$ cat config.mk
export PLATFORM = sky130hd
export DESIGN_NAME = pkt_verifier
export DESIGN_NICKNAME = d
export VERILOG_FILES = /design/src/rtl/pv_pkg.sv /design/src/rtl/pv_align.sv /design/src/rtl/pv_gen.sv /design/src/rtl/pv_sat_cnt.sv /design/src/rtl/pkt_verifier.sv
export SDC_FILE = /design/constraint.sdc
export NUM_CORES = 1
export LEC_CHECK = 0
export ABC_AREA = 1
export BUFFER_PORTS_ARGS = -buffer_cell sky130_fd_sc_hd__buf_2
export CAP_MARGIN = 20
export CORE_UTILIZATION = 59
export DETAILED_ROUTE_END_ITERATION = 6
export GPL_TIMING_DRIVEN = 0
export PLACE_DENSITY_LB_ADDON = 0.15
export SYNTH_ARGS = -nofsm -noshare
export SYNTH_HDL_FRONTEND = slang
export SYNTH_SLANG_ARGS = --single-unit
$ cat constraint.sdc
create_clock -name clk_i -period 10.8 [get_ports clk_i]
set_clock_uncertainty 0.2 [all_clocks]
set_input_delay 1.08 -clock clk_i [delete_from_list [all_inputs] [get_ports clk_i]]
set_output_delay 1.08 -clock clk_i [all_outputs]
set_load 0.02 [all_outputs]
$ cat src/rtl/pv_pkg.sv
package pv_pkg;
  localparam int unsigned BYTES = 4;
  localparam int unsigned DW    = 8 * BYTES;
  localparam int unsigned LIM_W = $clog2(DW + 1);
  localparam logic [DW-1:0] PRBS_POLY = 32'h8020_0003;

  typedef enum logic [1:0] {
    PAT_FIX  = 2'd0,
    PAT_INC  = 2'd1,
    PAT_PRBS = 2'd2,
    PAT_RSV  = 2'd3
  } pat_mode_e;

  typedef enum logic [1:0] {
    SEL_BIT  = 2'd0,
    SEL_BYTE = 2'd1,
    SEL_GOOD = 2'd2,
    SEL_LOSS = 2'd3
  } cnt_sel_e;

  localparam int unsigned NCNT = 4;

  function automatic logic [DW-1:0] pat_step(pat_mode_e m, logic [DW-1:0] s);
    case (m)
      PAT_INC:  return s + 1'b1;
      PAT_PRBS: return (s >> 1) ^ (s[0] ? PRBS_POLY : '0);
      default:  return s;
    endcase
  endfunction
endpackage

$ cat src/rtl/pv_align.sv
module pv_align
  import pv_pkg::*;
(
  input  logic             clk_i,
  input  logic             rst_ni,
  input  logic [DW-1:0]    data_i,
  input  logic [BYTES-1:0] vld_i,
  output logic [DW-1:0]    word_o,
  output logic             word_vld_o
);
  localparam int unsigned MW = 8 * (2 * BYTES - 1);
  localparam int unsigned LW = 8 * (BYTES - 1);
  localparam int unsigned PW = $clog2(2 * BYTES);

  logic [LW-1:0] buf_q, buf_d;
  logic [PW-1:0] fill_q, fill_d;
  logic [MW-1:0] merged;
  logic [PW-1:0] pos;
  logic          wv_d;

  // pack valid lanes behind the leftover bytes
  always_comb begin
    merged = MW'(buf_q);
    pos    = fill_q;
    for (int i = 0; i < BYTES; i++) begin
      if (vld_i[i]) begin
        merged[8*int'(pos) +: 8] = data_i[8*i +: 8];
        pos = pos + 1'b1;
      end
    end
    wv_d = (pos >= PW'(BYTES));
    if (wv_d) begin
      buf_d  = merged[MW-1:DW];
      fill_d = pos - PW'(BYTES);
    end else begin
      buf_d  = merged[LW-1:0];
      fill_d = pos;
    end
  end

  always_ff @(posedge clk_i or negedge rst_ni) begin
    if (!rst_ni) begin
      buf_q      <= '0;
      fill_q     <= '0;
      word_o     <= '0;
      word_vld_o <= 1'b0;
    end else begin
      buf_q      <= buf_d;
      fill_q     <= fill_d;
      word_vld_o <= wv_d;
      if (wv_d) word_o <= merged[DW-1:0];
    end
  end

  p_fill_bound_r1: assert property (@(posedge clk_i) disable iff (!rst_ni)
    fill_q < PW'(BYTES));

  p_no_word_on_idle_r1: assert property (@(posedge clk_i) disable iff (!rst_ni)
    (vld_i == '0) |=> !word_vld_o);
endmodule

$ cat src/rtl/pv_gen.sv
module pv_gen
  import pv_pkg::*;
(
  input  logic      clk_i,
  input  logic      rst_ni,
  input  pat_mode_e mode_i,
  input  logic [DW-1:0] pat_i,
  input  logic      hunt_i,
  input  logic      adv_i,
  output logic [DW-1:0] exp_o
);
  logic [DW-1:0] st_q;

  // while hunting the seed is presented directly, no load cycle
  assign exp_o = hunt_i ? pat_i : st_q;

  always_ff @(posedge clk_i or negedge rst_ni) begin
    if (!rst_ni)    st_q <= '0;
    else if (adv_i) st_q <= pat_step(mode_i, exp_o);
  end

  p_hold_when_idle_r2: assert property (@(posedge clk_i) disable iff (!rst_ni)
    !adv_i |=> $stable(st_q));
endmodule

$ cat src/rtl/pv_sat_cnt.sv
module pv_sat_cnt #(
  parameter int unsigned W  = 16,
  parameter int unsigned IW = 6
) (
  input  logic          clk_i,
  input  logic          rst_ni,
  input  logic          clr_i,
  input  logic [IW-1:0] inc_i,
  output logic [W-1:0]  q_o
);
  localparam logic [W-1:0] MAXV = '1;

  logic [W:0] sum;
  assign sum = {1'b0, q_o} + (W+1)'(inc_i);

  always_ff @(posedge clk_i or negedge rst_ni) begin
    if (!rst_ni)     q_o <= '0;
    else if (clr_i)  q_o <= '0;
    else if (sum[W]) q_o <= MAXV;
    else             q_o <= sum[W-1:0];
  end

  p_no_wrap_r8: assert property (@(posedge clk_i) disable iff (!rst_ni)
    (!clr_i && q_o == MAXV) |=> (q_o == MAXV));

  p_clear_wins_r9: assert property (@(posedge clk_i) disable iff (!rst_ni)
    clr_i |=> (q_o == '0));
endmodule

$ cat src/rtl/pkt_verifier.sv
module pkt_verifier
  import pv_pkg::*;
#(
  parameter int unsigned CNT_W = 16,
  parameter int unsigned LEN_W = 8,
  parameter int unsigned RUN_W = 8
) (
  input  logic             clk_i,
  input  logic             rst_ni,
  input  logic [1:0]       cfg_mode_i,
  input  logic [DW-1:0]    cfg_pat_i,
  input  logic [LEN_W-1:0] cfg_len_i,
  input  logic [LIM_W-1:0] cfg_sync_lim_i,
  input  logic [LIM_W-1:0] cfg_err_lim_i,
  input  logic [RUN_W-1:0] cfg_loss_run_i,
  input  logic [DW-1:0]    rx_data_i,
  input  logic [BYTES-1:0] rx_vld_i,
  input  logic             cnt_clr_i,
  input  logic [1:0]       rd_addr_i,
  output logic [CNT_W-1:0] rd_data_o,
  output logic             sync_o
);
  logic [DW-1:0] word, exp_w, diff;
  logic          wv;
  logic          sync_q;
  logic [LIM_W-1:0] nbits, nbytes;
  logic [LEN_W-1:0] wcnt_q, len_eff;
  logic          pkt_bad_q;
  logic [RUN_W-1:0] run_q, run_lim;
  logic [RUN_W:0]   run_nx;
  logic acq_ok, in_word, bad_w, run_hit, drop, accept, last, bad_acc;

  logic [LIM_W-1:0] inc [NCNT];
  logic [CNT_W-1:0] cnt [NCNT];

  pv_align u_align (
    .clk_i, .rst_ni,
    .data_i(rx_data_i), .vld_i(rx_vld_i),
    .word_o(word), .word_vld_o(wv)
  );

  pv_gen u_gen (
    .clk_i, .rst_ni,
    .mode_i(pat_mode_e'(cfg_mode_i)), .pat_i(cfg_pat_i),
    .hunt_i(!sync_q), .adv_i(accept), .exp_o(exp_w)
  );

  assign diff  = word ^ exp_w;
  assign nbits = LIM_W'($countones(diff));

  always_comb begin
    nbytes = '0;
    for (int b = 0; b < BYTES; b++)
      if (diff[8*b +: 8] != 8'h00) nbytes = nbytes + 1'b1;
  end

  assign len_eff = (cfg_len_i == '0) ? LEN_W'(1) : cfg_len_i;
  assign run_lim = (cfg_loss_run_i == '0) ? RUN_W'(1) : cfg_loss_run_i;
  assign run_nx  = {1'b0, run_q} + 1'b1;

  assign acq_ok  = wv && !sync_q && (nbits <= cfg_sync_lim_i);
  assign in_word = wv && sync_q;
  assign bad_w   = nbits > cfg_err_lim_i;
  assign run_hit = run_nx >= {1'b0, run_lim};
  assign drop    = in_word && bad_w && run_hit;
  assign accept  = acq_ok || (in_word && !drop);
  assign last    = (wcnt_q == len_eff - 1'b1);
  assign bad_acc = ((wcnt_q == '0) ? 1'b0 : pkt_bad_q) | (nbits != '0);

  always_ff @(posedge clk_i or negedge rst_ni) begin
    if (!rst_ni) begin
      sync_q    <= 1'b0;
      wcnt_q    <= '0;
      pkt_bad_q <= 1'b0;
      run_q     <= '0;
    end else begin
      if (acq_ok)    sync_q <= 1'b1;
      else if (drop) sync_q <= 1'b0;

      if (drop) begin
        wcnt_q    <= '0;
        pkt_bad_q <= 1'b0;
      end else if (accept) begin
        if (last) begin
          wcnt_q    <= '0;
          pkt_bad_q <= 1'b0;
        end else begin
          wcnt_q    <= wcnt_q + 1'b1;
          pkt_bad_q <= bad_acc;
        end
      end

      if (drop || acq_ok || (in_word && !bad_w)) run_q <= '0;
      else if (in_word && bad_w)                 run_q <= run_nx[RUN_W-1:0];
    end
  end

  assign inc[SEL_BIT]  = in_word ? nbits  : '0;
  assign inc[SEL_BYTE] = in_word ? nbytes : '0;
  assign inc[SEL_GOOD] = LIM_W'(accept && last && !bad_acc);
  assign inc[SEL_LOSS] = LIM_W'(drop);

  for (genvar g = 0; g < NCNT; g++) begin : g_cnt
    pv_sat_cnt #(.W(CNT_W), .IW(LIM_W)) u_cnt (
      .clk_i, .rst_ni,
      .clr_i(cnt_clr_i), .inc_i(inc[g]), .q_o(cnt[g])
    );
  end

  assign rd_data_o = cnt[rd_addr_i];
  assign sync_o    = sync_q;

  p_lock_needs_word_r3: assert property (@(posedge clk_i) disable iff (!rst_ni)
    $rose(sync_q) |-> $past(wv));

  p_hunt_no_count_r4: assert property (@(posedge clk_i) disable iff (!rst_ni)
    (!sync_q && !cnt_clr_i) |=> ($stable(cnt[SEL_BIT]) && $stable(cnt[SEL_BYTE])));

  p_loss_counted_r5: assert property (@(posedge clk_i) disable iff (!rst_ni)
    ($fell(sync_q) && !$past(cnt_clr_i)) |->
      ((cnt[SEL_LOSS] != $past(cnt[SEL_LOSS])) || (&cnt[SEL_LOSS])));

  p_bytes_le_bits_r4: assert property (@(posedge clk_i) disable iff (!rst_ni)
    (inc[SEL_BYTE] <= inc[SEL_BIT]));
endmodule

==> out/results.ini <==
[status]
status=finished with violations
violations=design-rule violations

[sta]
final_hold_viol_count=0
worst_pin_slew_ns=0.812
setup-violations-final=0
fmax_ghz=0.103
period_minus_slack_ns=9.72
setup_ws_ns=1.08
slew_headroom_pct=45.4
timing.final.crit_share_pct=90.0
fin_tns_setup_ns=0
maxSlewViolCount=0
grt_setup_unrepaired=false

[final_layout]
final_common_cell=nand2_1
layout_common_cells=nand2_1 (710), inv_1 (296), nand3_1 (260)
nNetsFinal=2796
drive_gt1_share_pct=10.8
antenna_cells=0
syn_to_final_growth_pct=10.5

[yosys]
synth_top_family_by_area=simple AND/OR/NAND/NOR gates
ys_seq_elements=173
yosysSeqAreaShare_pct=26.9
syn_avg_cell_area_um2=6.53
synth_simple_gate_area_share_pct=36.7
synth_area_um2=16100
syn_inst=2462
syn_nets=2658
ys_async_sr_fraction_pct=100
synth_edf_count=0
synth_fa_ha_area_share_pct=8.45
synth_cell_types=56
synth_compound_gate_area_share_pct=12.7
synthFlopType=dfrtp_1
muxShareOfSynthArea_pct=0
synth_xor_area_share_pct=5.16
yosys_warnings=0

[placement]
gp_congestion=1.08
place_ws_ns=0.719
port_buffers=118
hpwl_um=42100

[grt]
grt_overflow=0
grt_max_degree=92
grt_pass1_wl_um=84700
grt_pass1_vias=16500
track_usage_pct=38.6
grt_antenna_before_repair=0

[floorplan]
die_y_um=167
start_util_pct=59.8
die_w_um=167
dieArea_um2=27900
row_count=60
core_area_um2=26900
io_pins=120

[cts]
post_cts.repair.setup_buffers=0
post_cts_resized=0
hold_buffers=0
cts_max_level=4
clock_path_buffers=2
clk_pin_slew_ns=0.07
root_buffer=clkbuf_16
cts_made_buffers=17
cts.sinks=173
clkLatencyLatePin_ns=0.46
cts_tree=done

[detailed_routing]
drtPass1Iterations=7
ant_nets=0
drcViolationCount=1
wl_per_cell_um=18.1
viasPerCell=5.94
num_vias=17500
wirelength_um=53600
drtIter0Drc=1994

[setup_path]
critPathArrivalTime_ns=9.89
crit_slowest_cell=fa_1
cp_max_fo=10
critPathKind=register to register
critPathLaunchType=register
required_ns=10.97
max_stage_delay_ns=0.54
path_common_cell=fa_1
crit_path_end_kind=register

[flow_run]
cap_violations=0

[hold_path]
hp-class=register to register

==> worst paths after layout <==
path                          startpoint                endpoint  slack (ns)  cells after the start
max in group asynchronous         rst_ni          u_gen.st_q[11]        9.10                      2
min reg2reg                u_gen.st_q[3]           u_gen.st_q[3]        0.28                      2
min                        u_gen.st_q[3]           u_gen.st_q[3]        0.28                      2
max reg2reg                       sync_o   g_cnt[2].u_cnt.q_o[1]        1.08                     42
min in group asynchronous         rst_ni  g_cnt[3].u_cnt.q_o[15]        0.40                      1
max                               sync_o   g_cnt[2].u_cnt.q_o[1]        1.08                     42
==> sequential cells by signal, summed over array words and instances (netlist names), 2 cells and up <==
name and flops:
run_q 8, u_gen.st_q 32, g_cnt.u_cnt.q_o 64, u_align.buf_q 24, wcnt_q 8, u_align.fill_q 2, u_align.word_o 32
==> layer usage <==
metal / GRT usage [%] / share of wire, % / vias to the layer above
met5: 0 / 0 / -
met3: 6.74 / 9.7 / 126
li1: - / - / 8268
met2: 62.2 / 45 / 946
met4: 14.1 / 3.1 / 0
met1: 51.9 / 42 / 8206
==> cells by family after synthesis <==
kind of cell | after synthesis
other | 1
DFF | 173
buffers and inverters | 400
and+or+nand+nor | 1336
xor gates and xnor gates | 93
AOI/OAI and AO/OA | 366
adders and majority gates | 93
==> cells in the mapped netlist, types with 9 or more instances <==
library cell / count / area, um^2
a21oi_1: 131 / 656
a31oi_1: 13 / 81.3
buf_2: 26 / 130
clkbuf_1: 42 / 158
dfrtp_1: 173 / 4330
fa_1: 26 / 521
ha_1: 67 / 838
inv_1: 296 / 1110
inv_2: 14 / 52.6
nand2_1: 710 / 2670
nand2_2: 26 / 163
nand3_1: 260 / 1300
nand3b_1: 9 / 67.6
nand4_1: 45 / 282
nor2_1: 194 / 728
nor2_2: 10 / 62.6
nor3_1: 39 / 195
o211ai_1: 13 / 97.6
o21ai_0: 133 / 666
o21ai_1: 25 / 125
o22ai_1: 10 / 62.6
xnor2_1: 31 / 272
xor2_1: 60 / 526
==> critical path: cells and delay by family, from the launching register on <==
kind / cells / cell delay, ns
buffers and inverters: 12 / 1.35
and+or+nand+nor: 13 / 2.36
adders and majority gates: 10 / 4.11
xor gates and xnor gates: 2 / 0.45
DFF: 1 / 0.39
AOI/OAI and AO/OA: 5 / 0.77
==> layout make-up <==
type | instances | area [um^2]
clock buffers | 18 | 439
clock inverters | 14 | 191
well taps | 341 | 427
plain buffers | 85 | 427
inverters | 315 | 1190
fillers | 2470 | 9110
multi-input cells | 1889 | 10100
flip-flops and latches | 173 | 4330
repair buffers | 119 | 628
==> through the flow <==
step | instances | hold slack [ns] | utilization, % | area, um^2
2_1_floorplan | 2462 | 0.242 | - | 16100
3_3_place_gp | 2921 | 0.257 | 63.6 | 17100
3_5_place_dp | 2922 | 0.266 | 63.8 | 17100
4_1_cts | 2954 | 0.285 | 66.1 | 17800
5_1_grt | 2954 | 0.308 | 66.1 | 17800
6_report | 2954 | 0.280 | 66.1 | 17800
Power is left out: the tool's default activity adds up to more than one toggle a clock period on the data nets, which glitch-free logic cannot reach.
